### src/rtl/sram_mon_pkg.sv
// Package: shared constants and helpers for the SRAM timing monitor.
// Assumes every rule index maps to code index+1 on err_code.
package sram_mon_pkg;
    localparam int NUM_RULES = 7;

    // bit positions of the per-rule hit vector (code = position + 1)
    localparam int HIT_PULSE  = 0;
    localparam int HIT_SELECT = 1;
    localparam int HIT_ASETUP = 2;
    localparam int HIT_DSETUP = 3;
    localparam int HIT_BYTEEN = 4;
    localparam int HIT_ASTAB  = 5;
    localparam int HIT_FIGHT  = 6;

    // nanoseconds to samples, rounded up
    function automatic int ns_to_samples(input int ns, input int period_ns);
        return (ns + period_ns - 1) / period_ns;
    endfunction
endpackage

### src/rtl/sm_run_counter.sv
// Module: counts consecutive samples in which cond was high, saturating.
// Assumes: the value at a sample covers samples up to the previous one only.
module sm_run_counter #(
    parameter int W = 6
) (
    input  logic         clk,
    input  logic         rst_n,
    input  logic         cond,
    output logic [W-1:0] cnt
);
    // Purpose: restart on a low sample, otherwise count up to all ones.
    always_ff @(posedge clk) begin
        if (!rst_n)          cnt <= '0;
        else if (!cond)      cnt <= '0;
        else if (cnt != '1)  cnt <= cnt + 1'b1;
    end


    run_restart_chk: assert property (@(posedge clk) disable iff (!rst_n)
        !cond |=> cnt == '0);

    run_step_chk: assert property (@(posedge clk) disable iff (!rst_n)
        (cond && cnt != '1) |=> cnt == $past(cnt) + 1'b1);
endmodule

### src/rtl/sm_addr_age.sv
// Module: tracks how long the current address has stayed unchanged.
// Assumes: after reset the age is saturated, so a start-up address counts as old.
module sm_addr_age #(
    parameter int ADDR_W = 19,
    parameter int W      = 6
) (
    input  logic              clk,
    input  logic              rst_n,
    input  logic [ADDR_W-1:0] addr,
    output logic              changed,
    output logic [W-1:0]      age
);
    logic [ADDR_W-1:0] addr_q;

    // Purpose: flag a difference from the previous sample.
    always_comb changed = (addr != addr_q);

    // Purpose: remember the address and restart the age when it moves.
    always_ff @(posedge clk) begin
        if (!rst_n) begin
            addr_q <= '0;
            age    <= '1;
        end else begin
            addr_q <= addr;
            if (changed)        age <= W'(1);
            else if (age != '1) age <= age + 1'b1;
        end
    end


    age_restart_chk: assert property (@(posedge clk) disable iff (!rst_n)
        changed |=> age == W'(1));
endmodule

### src/rtl/sm_err_latch.sv
// Module: sticky per-rule flags plus the code of the first violation.
// Assumes: clear and new hits in one sample keep the new hits.
module sm_err_latch #(
    parameter int N      = 7,
    parameter int CODE_W = $clog2(N + 1)
) (
    input  logic              clk,
    input  logic              rst_n,
    input  logic              clr,
    input  logic [N-1:0]      hits,
    output logic [N-1:0]      flags_q,
    output logic [CODE_W-1:0] code_q
);
    logic [CODE_W-1:0] first_hit;
    logic [N-1:0]      flags_base;
    logic [CODE_W-1:0] code_base;

    // Purpose: lowest-numbered rule among simultaneous hits.
    always_comb begin
        first_hit = '0;
        for (int i = N - 1; i >= 0; i--) begin
            if (hits[i]) first_hit = CODE_W'(i + 1);
        end
    end

    // Purpose: the state left after an optional clear.
    always_comb begin
        flags_base = clr ? '0 : flags_q;
        code_base  = clr ? '0 : code_q;
    end

    // Purpose: accumulate flags and keep the first code.
    always_ff @(posedge clk) begin
        if (!rst_n) begin
            flags_q <= '0;
            code_q  <= '0;
        end else begin
            flags_q <= flags_base | hits;
            code_q  <= (code_base != '0) ? code_base : first_hit;
        end
    end


    sticky_flags_chk: assert property (@(posedge clk) disable iff (!rst_n)
        !clr |=> ((flags_q & $past(flags_q)) == $past(flags_q)));

    first_code_hold_chk: assert property (@(posedge clk) disable iff (!rst_n)
        (code_q != '0 && !clr) |=> code_q == $past(code_q));

    code_flag_agree_chk: assert property (@(posedge clk) disable iff (!rst_n)
        (code_q == '0) == (flags_q == '0));

    clear_empty_chk: assert property (@(posedge clk) disable iff (!rst_n)
        (clr && hits == '0) |=> (flags_q == '0 && code_q == '0));
endmodule

### src/rtl/sram_timing_monitor.sv
// Module: timing-rule monitor for a 512K x 16 asynchronous SRAM port.
// Assumes: pins are already synchronised to clk. Thresholds are in samples,
// rounded up from nanosecond minimums. Memory contents are not modelled.
module sram_timing_monitor
    import sram_mon_pkg::*;
#(
    parameter int ADDR_W    = 19,
    parameter int CNT_W     = 16,
    parameter int SAMPLE_NS = 4,
    parameter int PWE_NS    = 50,
    parameter int SCE_NS    = 60,
    parameter int AW_NS     = 60,
    parameter int SD_NS     = 30,
    parameter int BW_NS     = 60,
    parameter int RC_NS     = 70
) (
    input  logic              clk,
    input  logic              rst_n,
    input  logic              clr,
    input  logic              ce_n,
    input  logic              cs2,
    input  logic              we_n,
    input  logic              oe_n,
    input  logic              bhe_n,
    input  logic              ble_n,
    input  logic [ADDR_W-1:0] addr,
    input  logic              drv,
    output logic [6:0]        err_flags,
    output logic [2:0]        err_code,
    output logic [CNT_W-1:0]  rd_count,
    output logic [CNT_W-1:0]  wr_count
);
    localparam int PWE_S = ns_to_samples(PWE_NS, SAMPLE_NS);
    localparam int SCE_S = ns_to_samples(SCE_NS, SAMPLE_NS);
    localparam int AW_S  = ns_to_samples(AW_NS, SAMPLE_NS);
    localparam int SD_S  = ns_to_samples(SD_NS, SAMPLE_NS);
    localparam int BW_S  = ns_to_samples(BW_NS, SAMPLE_NS);
    localparam int RC_S  = ns_to_samples(RC_NS, SAMPLE_NS);
    localparam int MAX_A = (PWE_S > SCE_S) ? PWE_S : SCE_S;
    localparam int MAX_B = (AW_S > BW_S) ? AW_S : BW_S;
    localparam int MAX_C = (SD_S > RC_S) ? SD_S : RC_S;
    localparam int MAX_AB = (MAX_A > MAX_B) ? MAX_A : MAX_B;
    localparam int MAX_S = (MAX_AB > MAX_C) ? MAX_AB : MAX_C;
    localparam int RUN_W = $clog2(MAX_S + 2) + 1;
    localparam logic [RUN_W-1:0] PWE_L = RUN_W'(PWE_S);
    localparam logic [RUN_W-1:0] SCE_L = RUN_W'(SCE_S);
    localparam logic [RUN_W-1:0] AW_L  = RUN_W'(AW_S);
    localparam logic [RUN_W-1:0] SD_L  = RUN_W'(SD_S);
    localparam logic [RUN_W-1:0] BW_L  = RUN_W'(BW_S);
    localparam logic [RUN_W-1:0] RC_L  = RUN_W'(RC_S);

    localparam int NRUN   = 4;
    localparam int IX_WIN = 0;
    localparam int IX_SEL = 1;
    localparam int IX_DRV = 2;
    localparam int IX_BE  = 3;

    logic                 selected, be_any, wr_open, rd_open;
    logic                 wr_open_q, sel_q, rd_open_q;
    logic                 wr_end, be_end, rd_end;
    logic [NRUN-1:0]      run_cond;
    logic [RUN_W-1:0]     run_cnt [NRUN];
    logic                 addr_moved;
    logic [RUN_W-1:0]     addr_age, held_sel;
    logic [NUM_RULES-1:0] hits;

    // Purpose: decode the pin state of the current sample.
    always_comb begin
        selected = !ce_n && cs2;
        be_any   = !bhe_n || !ble_n;
        wr_open  = selected && !we_n && be_any;
        rd_open  = selected && we_n && !oe_n && be_any;
        run_cond = '0;
        run_cond[IX_WIN] = wr_open;
        run_cond[IX_SEL] = selected;
        run_cond[IX_DRV] = drv;
        run_cond[IX_BE]  = be_any;
    end

    // one run-length counter per measured interval
    for (genvar g = 0; g < NRUN; g++) begin : g_run
        sm_run_counter #(.W(RUN_W)) u_run (
            .clk   (clk),
            .rst_n (rst_n),
            .cond  (run_cond[g]),
            .cnt   (run_cnt[g])
        );
    end

    sm_addr_age #(.ADDR_W(ADDR_W), .W(RUN_W)) u_age (
        .clk     (clk),
        .rst_n   (rst_n),
        .addr    (addr),
        .changed (addr_moved),
        .age     (addr_age)
    );

    // Purpose: previous-sample copies of the window and selection state.
    always_ff @(posedge clk) begin
        if (!rst_n) begin
            wr_open_q <= 1'b0;
            sel_q     <= 1'b0;
            rd_open_q <= 1'b0;
        end else begin
            wr_open_q <= wr_open;
            sel_q     <= selected;
            rd_open_q <= rd_open;
        end
    end

    // Purpose: cycle-end events and the address hold counted inside selection.
    always_comb begin
        wr_end   = wr_open_q && !wr_open;
        be_end   = wr_end && selected && !we_n && !be_any;
        rd_end   = rd_open_q && (!rd_open || addr_moved);
        held_sel = (addr_age < run_cnt[IX_SEL]) ? addr_age : run_cnt[IX_SEL];
    end

    // Purpose: evaluate every timing rule on this sample.
    always_comb begin
        hits             = '0;
        hits[HIT_PULSE]  = wr_end && (run_cnt[IX_WIN] < PWE_L);
        hits[HIT_SELECT] = wr_end && (run_cnt[IX_SEL] < SCE_L);
        hits[HIT_ASETUP] = wr_end && (addr_age < AW_L);
        hits[HIT_DSETUP] = wr_end && (run_cnt[IX_DRV] < SD_L);
        hits[HIT_BYTEEN] = be_end && (run_cnt[IX_BE] < BW_L);
        hits[HIT_ASTAB]  = selected && sel_q && addr_moved && (held_sel < RC_L);
        hits[HIT_FIGHT]  = selected && !oe_n && we_n && drv;
    end

    sm_err_latch #(.N(NUM_RULES), .CODE_W(3)) u_latch (
        .clk     (clk),
        .rst_n   (rst_n),
        .clr     (clr),
        .hits    (hits),
        .flags_q (err_flags),
        .code_q  (err_code)
    );

    // Purpose: completed-cycle counters.
    always_ff @(posedge clk) begin
        if (!rst_n) begin
            rd_count <= '0;
            wr_count <= '0;
        end else begin
            if (rd_end) rd_count <= rd_count + 1'b1;
            if (wr_end) wr_count <= wr_count + 1'b1;
        end
    end


    wr_count_step_chk: assert property (@(posedge clk) disable iff (!rst_n)
        wr_end |=> wr_count == $past(wr_count) + 1'b1);

    wr_count_hold_chk: assert property (@(posedge clk) disable iff (!rst_n)
        !wr_end |=> $stable(wr_count));

    rd_count_hold_chk: assert property (@(posedge clk) disable iff (!rst_n)
        !rd_end |=> $stable(rd_count));

    new_hit_flag_chk: assert property (@(posedge clk) disable iff (!rst_n)
        hits != '0 |=> (err_flags & $past(hits)) == $past(hits));
endmodule

### config.mk
export PLATFORM = sky130hd
export DESIGN_NAME = sram_timing_monitor
export DESIGN_NICKNAME = d
export VERILOG_FILES = /design/src/rtl/sram_mon_pkg.sv /design/src/rtl/sm_run_counter.sv /design/src/rtl/sm_addr_age.sv /design/src/rtl/sm_err_latch.sv /design/src/rtl/sram_timing_monitor.sv
export SDC_FILE = /design/constraint.sdc
export NUM_CORES = 1
export LEC_CHECK = 0
export BUFFER_PORTS_ARGS = -buffer_cell sky130_fd_sc_hd__buf_2
export CAP_MARGIN = 10
export CORE_ASPECT_RATIO = 0.75
export CORE_MARGIN = 3
export CORE_UTILIZATION = 56
export DETAILED_ROUTE_END_ITERATION = 12
export HOLD_SLACK_MARGIN = 0.08
export PLACE_DENSITY_LB_ADDON = 0.12
export SLEW_MARGIN = 20
export SYNTH_ARGS = -nofsm -noshare
export SYNTH_HDL_FRONTEND = slang
export SYNTH_SLANG_ARGS = --single-unit
### constraint.sdc
create_clock -name clk -period 2.7 [get_ports clk]
set_input_delay 0.27 -clock clk [delete_from_list [all_inputs] [get_ports clk]]
set_output_delay 0.27 -clock clk [all_outputs]
set_load 0.005 [all_outputs]
======== Word-level counts from Yosys, hierarchy flattened ========
Index checks and enable logic that the tools add are counted.
storage, ports and cells
  bits in registers ....................... 94
  logic and storage cells ................. 88
  output and inout bits ................... 42
operators by class
  equality and inequality tests ........... 6
  add/sub/neg operators ................... 7
  bitwise gates (word level) .............. 2
  reductions and logical operators ........ 39
  multiplexer cells ....................... 13
  magnitude comparators ................... 7
operator list
  cell                                                                   number
  16-bit by 1-bit adder with 16-bit output (second input constant)       2
  6-bit by 1-bit adder with 6-bit output (second input constant)         5
  6-bit by 4-bit < comparator with 1-bit output (second input constant)  5
  6-bit != test (second input constant)                                  5
  3-bit 2-to-1 mux                                                       9
  1-bit logical AND                                                      22
  19-bit != test                                                         1
  6-bit 2-to-1 mux                                                       3
  1-bit logical NOT                                                      8
  2-bit AND reduction                                                    4
  7-bit 2-to-1 mux                                                       1
  7-bit OR                                                               1
  6-bit by 5-bit < comparator with 1-bit output (second input constant)  1
  6-bit < comparator                                                     1
  3-bit nonzero test                                                     1
  1-bit logical OR                                                       2
  2-bit nonzero test                                                     1
  2-bit OR reduction                                                     1
  1-bit inverter                                                         1

======== Depth between registers and ports, before layout ========
Gate-level depths: netlist of the first run.
  depth after elaboration ................. 16
  mapped depth ............................ 8
  gate-level depth less buffers ........... 8

======== Hierarchy ========
From an unflattened synthesis of the first run, not the netlist that was laid out.
second synthesis, totals
  cells, all modules ...................... 498
  area total of the unflattened synthesis .. 4571.9 um^2
modules (own cells, without submodules)
  module               seq. area each (um^2)  instances  area each (um^2)  cells each
  sram_timing_monitor  700.7                  1          1946.9            229
  sm_run_counter       120.1                  4          300.3             32
  sm_addr_age          500.5                  1          1041.0            96
  sm_err_latch         200.2                  1          382.9             45

======== Worst setup path before layout of the first run ========
OpenSTA, ideal clock, no wires.
  kind .................................... reg2reg
  start ................................... register g_run[1].u_run.cnt[3]
  end ..................................... register u_latch.code_q[1]
  path slack .............................. 0.752 ns
  cell stages (with the launch flop) ...... 9
  data required time ...................... 2.578 ns
  arrival time ............................ 1.827 ns
  library setup time ...................... 0.122 ns
  cell sequence ........................... dfxtp_1 -> inv_1 -> ha_1 -> a211o_1 -> a21oi_1 -> o21ai_0 -> mux2_2 -> and3_1 -> a221o_1
between the ends
  longest elaborated chain between the ends .. 11
  elaborated cells on any way between the ends .. 13
RTL lines
  element                                        RTL line                    RTL
  from (decl)                                    sm_run_counter.sv:9         output logic [W-1:0] cnt
  from (signal assigned)                         sm_run_counter.sv:15        else if (cnt != '1) cnt <= cnt + 1'b1;
  6-bit < comparator                             sram_timing_monitor.sv:116  held_sel = (addr_age < run_cnt[IX_SEL]) ? addr_age : run_cnt[IX_SEL];
  6-bit 2-to-1 mux                               sram_timing_monitor.sv:116
  6-bit by 5-bit < comparator with 1-bit output  sram_timing_monitor.sv:127  hits[HIT_ASTAB] = selected && sel_q && addr_moved && (held_sel < RC_L);
  1-bit logical AND                              sram_timing_monitor.sv:127
  3-bit 2-to-1 mux (4 in series)                 sm_err_latch.sv:22          if (hits[i]) first_hit = CODE_W'(i + 1);
  3-bit 2-to-1 mux * (2 in series)               sm_err_latch.sv:22
  3-bit 2-to-1 mux *                             sm_err_latch.sv:39          code_q <= (code_base != '0) ? code_base : first_hit;
  to (signal assigned)                           sm_err_latch.sv:39
  to (decl)                                      sm_err_latch.sv:12          output logic [CODE_W-1:0] code_q
Mark *: on every way between the ends. The rest lies on a longest branch, timed or not.
A chain may end at the register's enable or synchronous reset.

======== Final worst setup path of the first run ========
Same ends and word-level chain as after synthesis.

==> results of run 1 <==
-- logic make-up after synthesis --
family | after synthesis | share of synthesized area (%)
compound gates | 97 | 13.8
simple gates | 208 | 25.7
xor+xnor | 42 | 8.55
buf+inv | 29 | 2.97
flops | 94 | 43.8
fa+ha+maj | 13 | 3.78
mux | 6 | 1.45
-- how the worst max path moves through the flow --
stage / start / endpoint / slack, ps / cells after the start
after detailed placement: addr[11] / rd_count[0] / 570 / 7
after global placement: addr[11] / rd_count[5] / 630 / 7
after global routing: u_age.addr_q[11] / rd_count[0] / 390 / 6
after floorplan: g_run[1].u_run.cnt[3] / u_latch.code_q[1] / 750 / 8
final: g_run[1].u_run.cnt[3] / u_latch.code_q[1] / 560 / 8
after CTS: g_run[1].u_run.cnt[3] / u_latch.code_q[1] / 570 / 8
-- cell type report --
cell class | count | share of cell area (%)
Multi-Input combinational cell | 366 | 46.4
Timing Repair Buffer | 74 | 7.70
Sequential cell | 94 | 38.1
Tap cell | 101 | 2.56
Inverter | 18 | 1.37
Clock inverter | 3 | 0.912
Clock buffer | 12 | 2.94
-- critical path: cells and delay by family (launching register included) --
kind                       cells  cell delay, ps
AOI/OAI and AO/OA              4             740
DFF                            1             370
muxes                          1             320
adders and majority gates      1             300
and+or+nand+nor                1             170
buffers and inverters          1             110
-- cell usage after synthesis (all sizes together), types with 6 or more instances --
library cell,n,area [sq um]
clkbuf,7,26.3
inv,17,63.8
xnor2,18,158
nand3,27,135
or3,13,88.8
ha,13,163
nand2,39,146
nand4,11,68.8
a31oi,6,37.5
xor2,24,210
o21ai,31,163
and2,23,144
dfxtp,94,1880
a21oi,34,170
nor3,9,45.0
nor2,46,180
or4,6,50.1
and3,9,57.6
-- registers in the layout (all words and copies together), names as in the netlist --
| name | flops |
|---|---|
| u_latch.code_q | 3 |
| rd_count | 16 |
| wr_count | 16 |
| u_age.age | 6 |
| rd_open_q | 1 |
| sel_q | 1 |
| u_latch.flags_q | 7 |
| u_age.addr_q | 19 |
| wr_open_q | 1 |
| g_run.u_run.cnt | 24 |
-- per-layer routing --
layer	vias to the layer above	wire (um)
met1	1664	4370
li1	1878	-
met2	84	4120
met4	0	97
met3	11	595
met5	-	0
-- power breakdown --
part,switching [uW],total (uW),leakage [uW],internal [uW]
combinational,87.9,165,0.00113,76.8
sequential,23.1,1440,0.000766,1410
clock,468,917,0.0000887,449
total,579,2520,0.00198,1940
-- stage by stage --
stage	instance area [sq um]	hold WS (ps)	instances
5_1_grt	4940	120	668
3_3_place_gp	4750	453	653
4_1_cts	4940	117	668
3_5_place_dp	4750	455	653
6_report	4940	131	668
2_1_floorplan	4300	392	489
==> results.md, run 1 <==
- Skew-Pair Late Insertion Delay: 360 ps
- Most common cell after layout, fill and taps aside: dfxtp_1
- Diode count: 0
- Met3 Use GR: 5.97%
- WHS Endpoint: u_age.addr_q[17]
- TritonCTS Buffers: 9
- Slew Limit Fails: 0
- Ports: 71
- Commonest cells after routing, fill and taps aside: dfxtp_1, buf_2, nor2_1
- All-Layer GR Usage: 21.4%
- Crit path launch type: register
- CP cell instances: inv_1 -> ha_1 -> a211o_1 -> a21oi_1 -> o21ai_0 -> mux2_2 -> and3_1 -> a221o_1
- Syn Area/Cell: 8.79 sq um
- Global route overflow: 0
- Initial DRC count: 159
- Number of fill cells: 623
- GPL Wtd Cong: 0.796
- H-Tree Depth: 3
- Core area: 0.00740 sq mm
- WL final: 9180 um
- Post-synth EDFFs: 0
- Routed vias: 3637
- Synth Register Bits: 94
- Fin. Hold Viols: 0
- Design Power: 2520 uW
- Post-place setup slack: 573 ps
- Initial Utilization: 58.1%
- Crit path largest cell delay: 370 ps
- Layout Skew: 10.8 ps
- Final ANT Viol Nets: 0
- Max Freq: 468 MHz
- Via density: 5.44
- Area growth syn-to-layout: 14.8%
- R2R Path End: u_latch.code_q[1]
- CTS Buffer Depth: 2
- DRT Pass-1 Iters: 4
- Hold_buf cts: 0
- First-pass GRT wire length: 15000 um
- Worst-path clk slew: 90 ps
- Max_cap viols: 0
- Relative slew margins: 68.8%
- Final Critical Period: 2140 ps
- CP Capture Type: register
- Net Count, Synth: 531
- Hold depth: 2
- Vias in the first global route: 3197
- Die area: 0.00878 sq mm
- Crit share post-route: 79.2%
- Sequential-to-total area share from yosys stat: 43.8%
- Initial antenna violation count: 0
- Post-CTS Setup Bufs: 0
- Std cell rows: 27
- Number of cells on the worst reg-to-reg path: 8
- CP Data Arrival Time: 2380 ps
- Syn Std Cell Area: 0.00430 sq mm
- CTS tree: yes
- Multi-input combinational cell area: 0.00229 sq mm
- Critical path class: reg -> reg
- Final setup vio count: 0
- Resized Gates After CTS: 0
- Fin nets: 605
- Die W: 107 um
- Seq. cell area: 0.00188 sq mm
- Die H: 81.9 um
- WL/cell: 13.7 um
- Unrepaired setup endpoints after global routing: no
- Layout cells sized above 1: 18.2%
- Async SR Flop Fraction: 0%
- Synth warn: 0
- Final core utilization: 66.7%
- Met2 Usage GRT: 33.6%
- PD cells: 510 mW/mm^2
- Peak supply drop: 327 uV
- Worst Max-Slew Pin Slew: 467 ps
- Status: finished clean
- Slowest cell on the critical path: dfxtp_1
- Count of input and output buffers: 70
- Top Usage Layer GRT: met2
- Worst-path fanout max: 4
- Final TNS setup: 0 ps
- Largest net degree at the start of global routing: 30
- Hold Startpoint: addr[17]
- Synth Flop Type: dfxtp_1
- RR Startpoint: g_run[1].u_run.cnt[3]
- Worst Path Required: 2940 ps
- Final HPWL DP: 6910 um
- Synth cell types: 58
- Synthesized instance count: 489
- Class of the worst hold path: in -> reg
- R2R setup slack: 560 ps
- Lkg Pwr: 0.00198 uW
- Setup ws final: 562 ps
- Met1 GRT Util: 29.1%
- TritonCTS Sinks: 94
- CTS root buffer: clkbuf_8
- DRC: 0
(Power assumes the default switching activity.)
==> run 2: changes to the inputs <==
--- a/config.mk
+++ b/config.mk
@@ -9,7 +9,7 @@
 export CAP_MARGIN = 10
 export CORE_ASPECT_RATIO = 0.75
 export CORE_MARGIN = 3
-export CORE_UTILIZATION = 56
+export CORE_UTILIZATION = 51
 export DETAILED_ROUTE_END_ITERATION = 12
 export HOLD_SLACK_MARGIN = 0.08
 export PLACE_DENSITY_LB_ADDON = 0.12
==> constraint.sdc (replaced) <==
create_clock -name clk -period 1.9 [get_ports clk]
set_input_delay 0.19 -clock clk [delete_from_list [all_inputs] [get_ports clk]]
set_output_delay 0.19 -clock clk [all_outputs]
set_load 0.005 [all_outputs]
==> results.md, run 2 (synthesis results as in run 1) <==
- Crit share post-route: 102% (+23 points)
- First-pass GRT wire length: 17400 um (+16%)
- Fin nets: 651 (+7.6%)
- GPL Wtd Cong: 0.850 (+6.8%)
- Seq pwr share: 50.1% (-7.0 points)
- Largest net degree at the start of global routing: 33 (+10%)
- Slew Limit Fails: 0 (unchanged)
- Layout Skew: 6.17 ps (-4.60 ps)
- Crit path launch type: register
- Failing checks: negative setup slack
- Initial DRC count: 226 (+42%)
- Skew-Pair Late Insertion Delay: 340 ps (-20 ps)
- Number of fill cells: 658 (+5.6%)
- Worst-path fanout max: 4 (unchanged)
- Finished Layout Cells: 719 (+7.6%)
- Diode count: 0 (unchanged)
- WHS: 91.7 ps (-39.8 ps)
- Class of the worst hold path: in -> reg
- Count of input and output buffers: 70 (unchanged)
- All-Layer GR Usage: 22.2% (+0.82 points)
- Initial Utilization: 53.4% (-4.8 points)
- Final core utilization: 69.0% (+2.3 points)
- Commonest cells after routing, fill and taps aside: dfxtp_1, buf_2, nor2_1
- CTS Buffer Depth: 2 (unchanged)
- Worst Path Required: 2130 ps (-810 ps)
- Clock power share: 42.5% (+6.1 points)
- Max Freq: 514 MHz (+9.9%)
- Ports: 71 (unchanged)
- CP Data Arrival Time: 2180 ps (-200 ps)
- Logic pwr share: 7.3% (+0.8 points)
- Largest reg by FF count: g_run.u_run.cnt
- Psw: 922 uW (+59%)
- Most common cell after layout, fill and taps aside: dfxtp_1
- Std cell rows: 28 (+3.7%)
- Status: finished with violations
- PD cells: 733 mW/mm^2 (+44%)
- CTS root buffer: clkbuf_16
- Net Sw Frac: 22.6% (-0.33 points)
- Final Critical Period: 1940 ps (-193 ps)
- Critical path class: reg -> reg
- Final HPWL DP: 7440 um (+7.8%)
- Unrepaired setup endpoints after global routing: yes
- Worst-path clk slew: 60 ps (-30 ps)
- Final setup vio count: 1 (+1)
- DRC: 0 (unchanged)
- Die area: 0.00958 sq mm (+9.2%)
- CP Capture Type: register
- Initial antenna violation count: 0 (unchanged)
- Setup ws final: -45.0 ps (-607 ps)
- Vias in the first global route: 3727 (+17%)
- Lkg Pwr: 0.00229 uW (+16%)
- Routed vias: 3917 (+7.7%)
- Top Registers: g_run.u_run.cnt: 24 flops, u_age.addr_q: 19 flops
- Final ANT Viol Nets: 0 (unchanged)
- TritonCTS Sinks: 94 (unchanged)
- Fin. Hold Viols: 0 (unchanged)
- Via density: 5.45 (about the same)
- Multi-input combinational cell area: 0.00240 sq mm (+4.8%)
- Area growth syn-to-layout: 29.3%
- Relative slew margins: 65.8% (-3.0 points)
- Max reg flops: 24 (unchanged)
- Post-placement cell count: 682 (+4.4%)
- Internal: 3150 uW (+62%)
- Die W: 112 um (+4.5%)
- Worst Max-Slew Pin Slew: 508 ps (+40.8 ps)
- Layout cells sized above 1: 25.6% (+7.4 points)
- CTS tree: yes
- Peak supply drop: 683 uV (+110%)
- WL final: 10500 um (+15%)
- DRT Pass-1 Iters: 5 (+1)
- H-Tree Depth: 3 (unchanged)
- Die H: 85.5 um (+4.4%)
- Global route overflow: 0 (unchanged)
- Seq. cell area: 0.00189 sq mm (+0.33%)
- Core area: 0.00806 sq mm (+8.9%)
- Max_cap viols: 0 (unchanged)
- WL/cell: 14.7 um (+6.6%)
- TritonCTS Buffers: 9 (unchanged)
run 2: layer usage:
metal	vias to the layer above	part of all wire [%]	track usage (%)
met2	102	47	37.3
met4	0	1.0	5.90
met5	-	0	0
li1	1975	-	-
met1	1832	46	29.2
met3	8	5.9	4.87
run 2: path summary, 6_finish.rpt:
check,startpoint,endpoint,slack [ps],depth (start not counted)
setup / recovery,g_run[1].u_run.cnt[3],u_latch.code_q[1],-40,8
hold / removal,addr[6],u_age.addr_q[6],90,2
setup reg to reg,g_run[1].u_run.cnt[3],u_latch.code_q[1],-40,8
hold reg to reg,u_latch.flags_q[4],u_latch.flags_q[4],470,2
run 2: repair_timing:
item                                    4_1_cts  5_1_grt
cloned                                        0        1
hold buffers                                 17        0
pin swaps                                     4       11
resized for setup                             6       25
buffers inserted                              4        1
endpoints found under the setup margin       16       19
hold endpoints to repair                     17        0
run 2: critical path, stage by stage, from the launching register on:
cell     delay (ps)
dfxtp_2         340
inv_2            50
ha_4            200
a211o_1         260
a21oi_2         140
o21ai_2          80
mux2_4          330
and3_4          170
a221o_1         260
run 2: power by group through the flow:
stage,logic [uW],clock network [uW],registers (uW)
after floorplan,153,0,2080
after global placement,244,0,2080
after detailed placement,252,0,2080
after CTS,285,1760,2040
after global routing,334,1850,2050
final,299,1730,2040
run 2: stage by stage:
| stage | setup TNS, ps | area (sq um) | power [uW] | setup slack, ps |
|---|---|---|---|---|
| 4_1_cts | -92.6 | 5460 | 4090 | -87.4 |
| 2_1_floorplan | 0 | 4300 | 2240 | 15.6 |
| 5_1_grt | -210 | 5560 | 4230 | -112 |
| 3_5_place_dp | -564 | 4940 | 2340 | -118 |
| 6_report | -45.0 | 5560 | 4080 | -45.0 |
| 3_3_place_gp | -7.22 | 4940 | 2330 | -7.22 |
run 2: final cells by class:
cell class / instances / area share (%)
clock buffers: 13 / 4.86
clock inverters: 3 / 0.315
inverters: 18 / 1.21
multi-input cells: 366 / 43.1
flip-flops and latches: 94 / 33.9
well taps: 105 / 2.36
repair buffers: 120 / 14.2
==> run 3: changes to the inputs <==
--- a/config.mk
+++ b/config.mk
@@ -10,9 +10,10 @@
 export CORE_ASPECT_RATIO = 0.75
 export CORE_MARGIN = 3
 export CORE_UTILIZATION = 51
+export CTS_BUF_LIST = sky130_fd_sc_hd__clkbuf_16
 export DETAILED_ROUTE_END_ITERATION = 12
 export HOLD_SLACK_MARGIN = 0.08
-export PLACE_DENSITY_LB_ADDON = 0.12
+export PLACE_DENSITY = 0.76
 export SLEW_MARGIN = 20
 export SYNTH_ARGS = -nofsm -noshare
 export SYNTH_HDL_FRONTEND = slang
==> results.md, run 3 (synthesis results as in run 1) <==
- Layout cells sized above 1: 23.9% (-1.7 points)
- Diode count: 0 (unchanged)
- CTS root buffer: clkbuf_16
- Final HPWL DP: 7370 um (-0.98%)
- Worst-path fanout max: 3 (-1)
- Die area: 0.00958 sq mm (unchanged)
- Max_cap viols: 0 (unchanged)
- Largest net degree at the start of global routing: 39 (+18%)
- Crit share post-route: 102% (-0.53 points)
- Count of input and output buffers: 70 (unchanged)
- DRC: 0 (unchanged)
- Met2 WL post-DR: 5210 um (+5.1%)
- Fin. Hold Viols: 0 (unchanged)
- Internal: 3140 uW (-0.28%)
- Core area: 0.00806 sq mm (unchanged)
- GPL Wtd Cong: 0.866 (+1.9%)
- CP Data Arrival Time: 2160 ps (-20 ps)
- Psw: 888 uW (-3.7%)
- Placed Area: 0.00493 sq mm (-0.30%)
- Setup ws final: -34.9 ps (+10.0 ps)
- Die W: 112 um (unchanged)
- Routed vias: 3913 (-0.10%)
- Initial DRC count: 244 (+8.0%)
- DRT Pass-1 Iters: 6 (+1)
- Wl on met1: 4780 um (-1.4%)
- Max Used Layer: met4
- Layout Skew: 7.20 ps (+1.03 ps)
- Global route overflow: 0 (unchanged)
- Final ANT Viol Nets: 0 (unchanged)
- Post-place setup slack: -59.7 ps (+58.1 ps)
- Seq pwr share: 50.7% (+0.6 points)
- PD cells: 739 mW/mm^2 (+0.78%)
- Via density: 5.50 (+0.88%)
- CTS Buffer Depth: 2 (unchanged)
- Die H: 85.5 um (unchanged)
- Worst Path Required: 2130 ps (about the same)
- Status: finished with violations
- CTS tree: yes
- Peak supply drop: 551 uV (-19%)
- Fin nets: 646 (-0.77%)
- R2R setup slack: -30 ps (about the same)
- Class of the worst hold path: in -> reg
- Unrepaired setup endpoints after global routing: yes
- Worst-path clk slew: 60 ps (about the same)
- Final Critical Period: 1930 ps (-10.0 ps)
- Crit path largest cell delay: 340 ps (about the same)
- Ports: 71 (unchanged)
- Vias in the first global route: 3666 (-1.6%)
- Failing checks: negative setup slack
- CP Capture Type: register
- Final TNS setup: -34.9 ps (+10.0 ps)
- Largest reg by FF count: g_run.u_run.cnt
- Crit path launch type: register
- Top Registers: g_run.u_run.cnt: 24 flops, u_age.addr_q: 19 flops
- Relative slew margins: 68.9% (+3.1 points)
- WL final: 10700 um (+1.2%)
- Area growth syn-to-layout: 27.0%
- Clock power share: 42.1% (-0.4 points)
- Skew-Pair Late Insertion Delay: 340 ps (about the same)
- Std cell rows: 28 (unchanged)
- Slew Limit Fails: 0 (unchanged)
- Final setup vio count: 1 (unchanged)
- Commonest cells after routing, fill and taps aside: dfxtp_1, buf_2, nor2_1
- Final Instance Area: 0.00546 sq mm (-1.8%)
- TritonCTS Buffers: 9 (unchanged)
- CP cell instances: inv_2 -> ha_4 -> a211o_1 -> a21oi_1 -> o21ai_1 -> mux2_4 -> and3_4 -> a221o_1
- Lkg Pwr: 0.00226 uW (-1.4%)
- H-Tree Depth: 3 (unchanged)
- Worst Max-Slew Pin Slew: 461 ps (-47.6 ps)
- Slowest cell on the critical path: dfxtp_2
- Wire length on met3: 543 um (-12%)
- Max Freq: 517 MHz (+0.52%)
- Logic pwr share: 7.3% (about the same)
- Net Sw Frac: 22.0% (-0.61 points)
- Initial antenna violation count: 0 (unchanged)
- Most common cell after layout, fill and taps aside: dfxtp_1
- TritonCTS Sinks: 94 (unchanged)
- Max reg flops: 24 (unchanged)
- Critical path class: reg -> reg
- First-pass GRT wire length: 16800 um (-3.3%)
- WL/cell: 15.0 um (+2.2%)
- All-Layer GR Usage: 21.6% (-0.56 points)
- Initial Utilization: 53.4% (unchanged)
==> run 3: changes by cell type in the layout (fill, tap and decap cells not counted), moves of 2 or more <==
cell / previous run / this run
clkinv_2: 2 / 0
clkinv_1: 1 / 3
ha_4: 3 / 1
inv_1: 14 / 16
ha_1: 9 / 11
clkbuf_8: 3 / 0
dlygate4sd3_1: 16 / 13
==> run 3: final cells by class <==
class	count	area, sq um
tap	105	131
timing repair buffer	115	738
multi-input combinational	366	2360
clock buffer	9	225
inverter	18	67.6
sequential	94	1890
fill	672	2600
clock inverter	5	45.0
==> run 3: power groups by stage <==
stage | Sequential [uW] | Combinational (uW) | Clock (uW)
final | 2040 | 293 | 1700
after global routing | 2050 | 326 | 1800
after CTS | 2040 | 281 | 1720
after detailed placement | 2080 | 255 | 0
after global placement | 2080 | 245 | 0
after floorplan | 2080 | 153 | 0
==> run 3: metrics by stage <==
step                hold slack, ps  cells  utilization, %  power, uW
detailed placement             422    680            61.1       2340
floorplan                      312    489               -       2240
CTS                           80.4    712            66.8       4040
global placement               415    680            61.1       2330
finish                        86.4    712            67.8       4030
global route                  88.0    712            67.8       4170
==> run 3: per-layer routing <==
layer | track usage, % | vias up
met5 | 0 | -
met4 | 7.42 | 0
met3 | 5.29 | 13
met2 | 36.8 | 113
met1 | 27.2 | 1821
li1 | - | 1966
==> run 3: worst paths after layout <==
check / startpoint / endpoint / depth (start not counted)
setup / recovery: g_run[1].u_run.cnt[3] / u_latch.code_q[1] / 8
hold / removal: addr[4] / u_age.addr_q[4] / 2
setup reg to reg: g_run[1].u_run.cnt[3] / u_latch.code_q[1] / 8
hold reg to reg: g_run[2].u_run.cnt[1] / g_run[2].u_run.cnt[1] / 2
==> run 3: critical path: cells and delay by family, from the launching register on <==
kind            cells  cell delay (ps)
fa+ha+maj           1              210
flops               1              340
mux                 1              330
buf+inv             1               50
compound gates      4              730
simple gates        1              170
==> run 3: repair_timing <==
| action | CTS | global route |
|---|---|---|
| pin swaps | 2 | 7 |
| setup endpoints to repair | 13 | 19 |
| hold buffers | 14 | 0 |
| gates resized for setup | 5 | 19 |
| setup buffers | 4 | 1 |
| cloned | 0 | 1 |
| hold endpoints to repair | 14 | 0 |
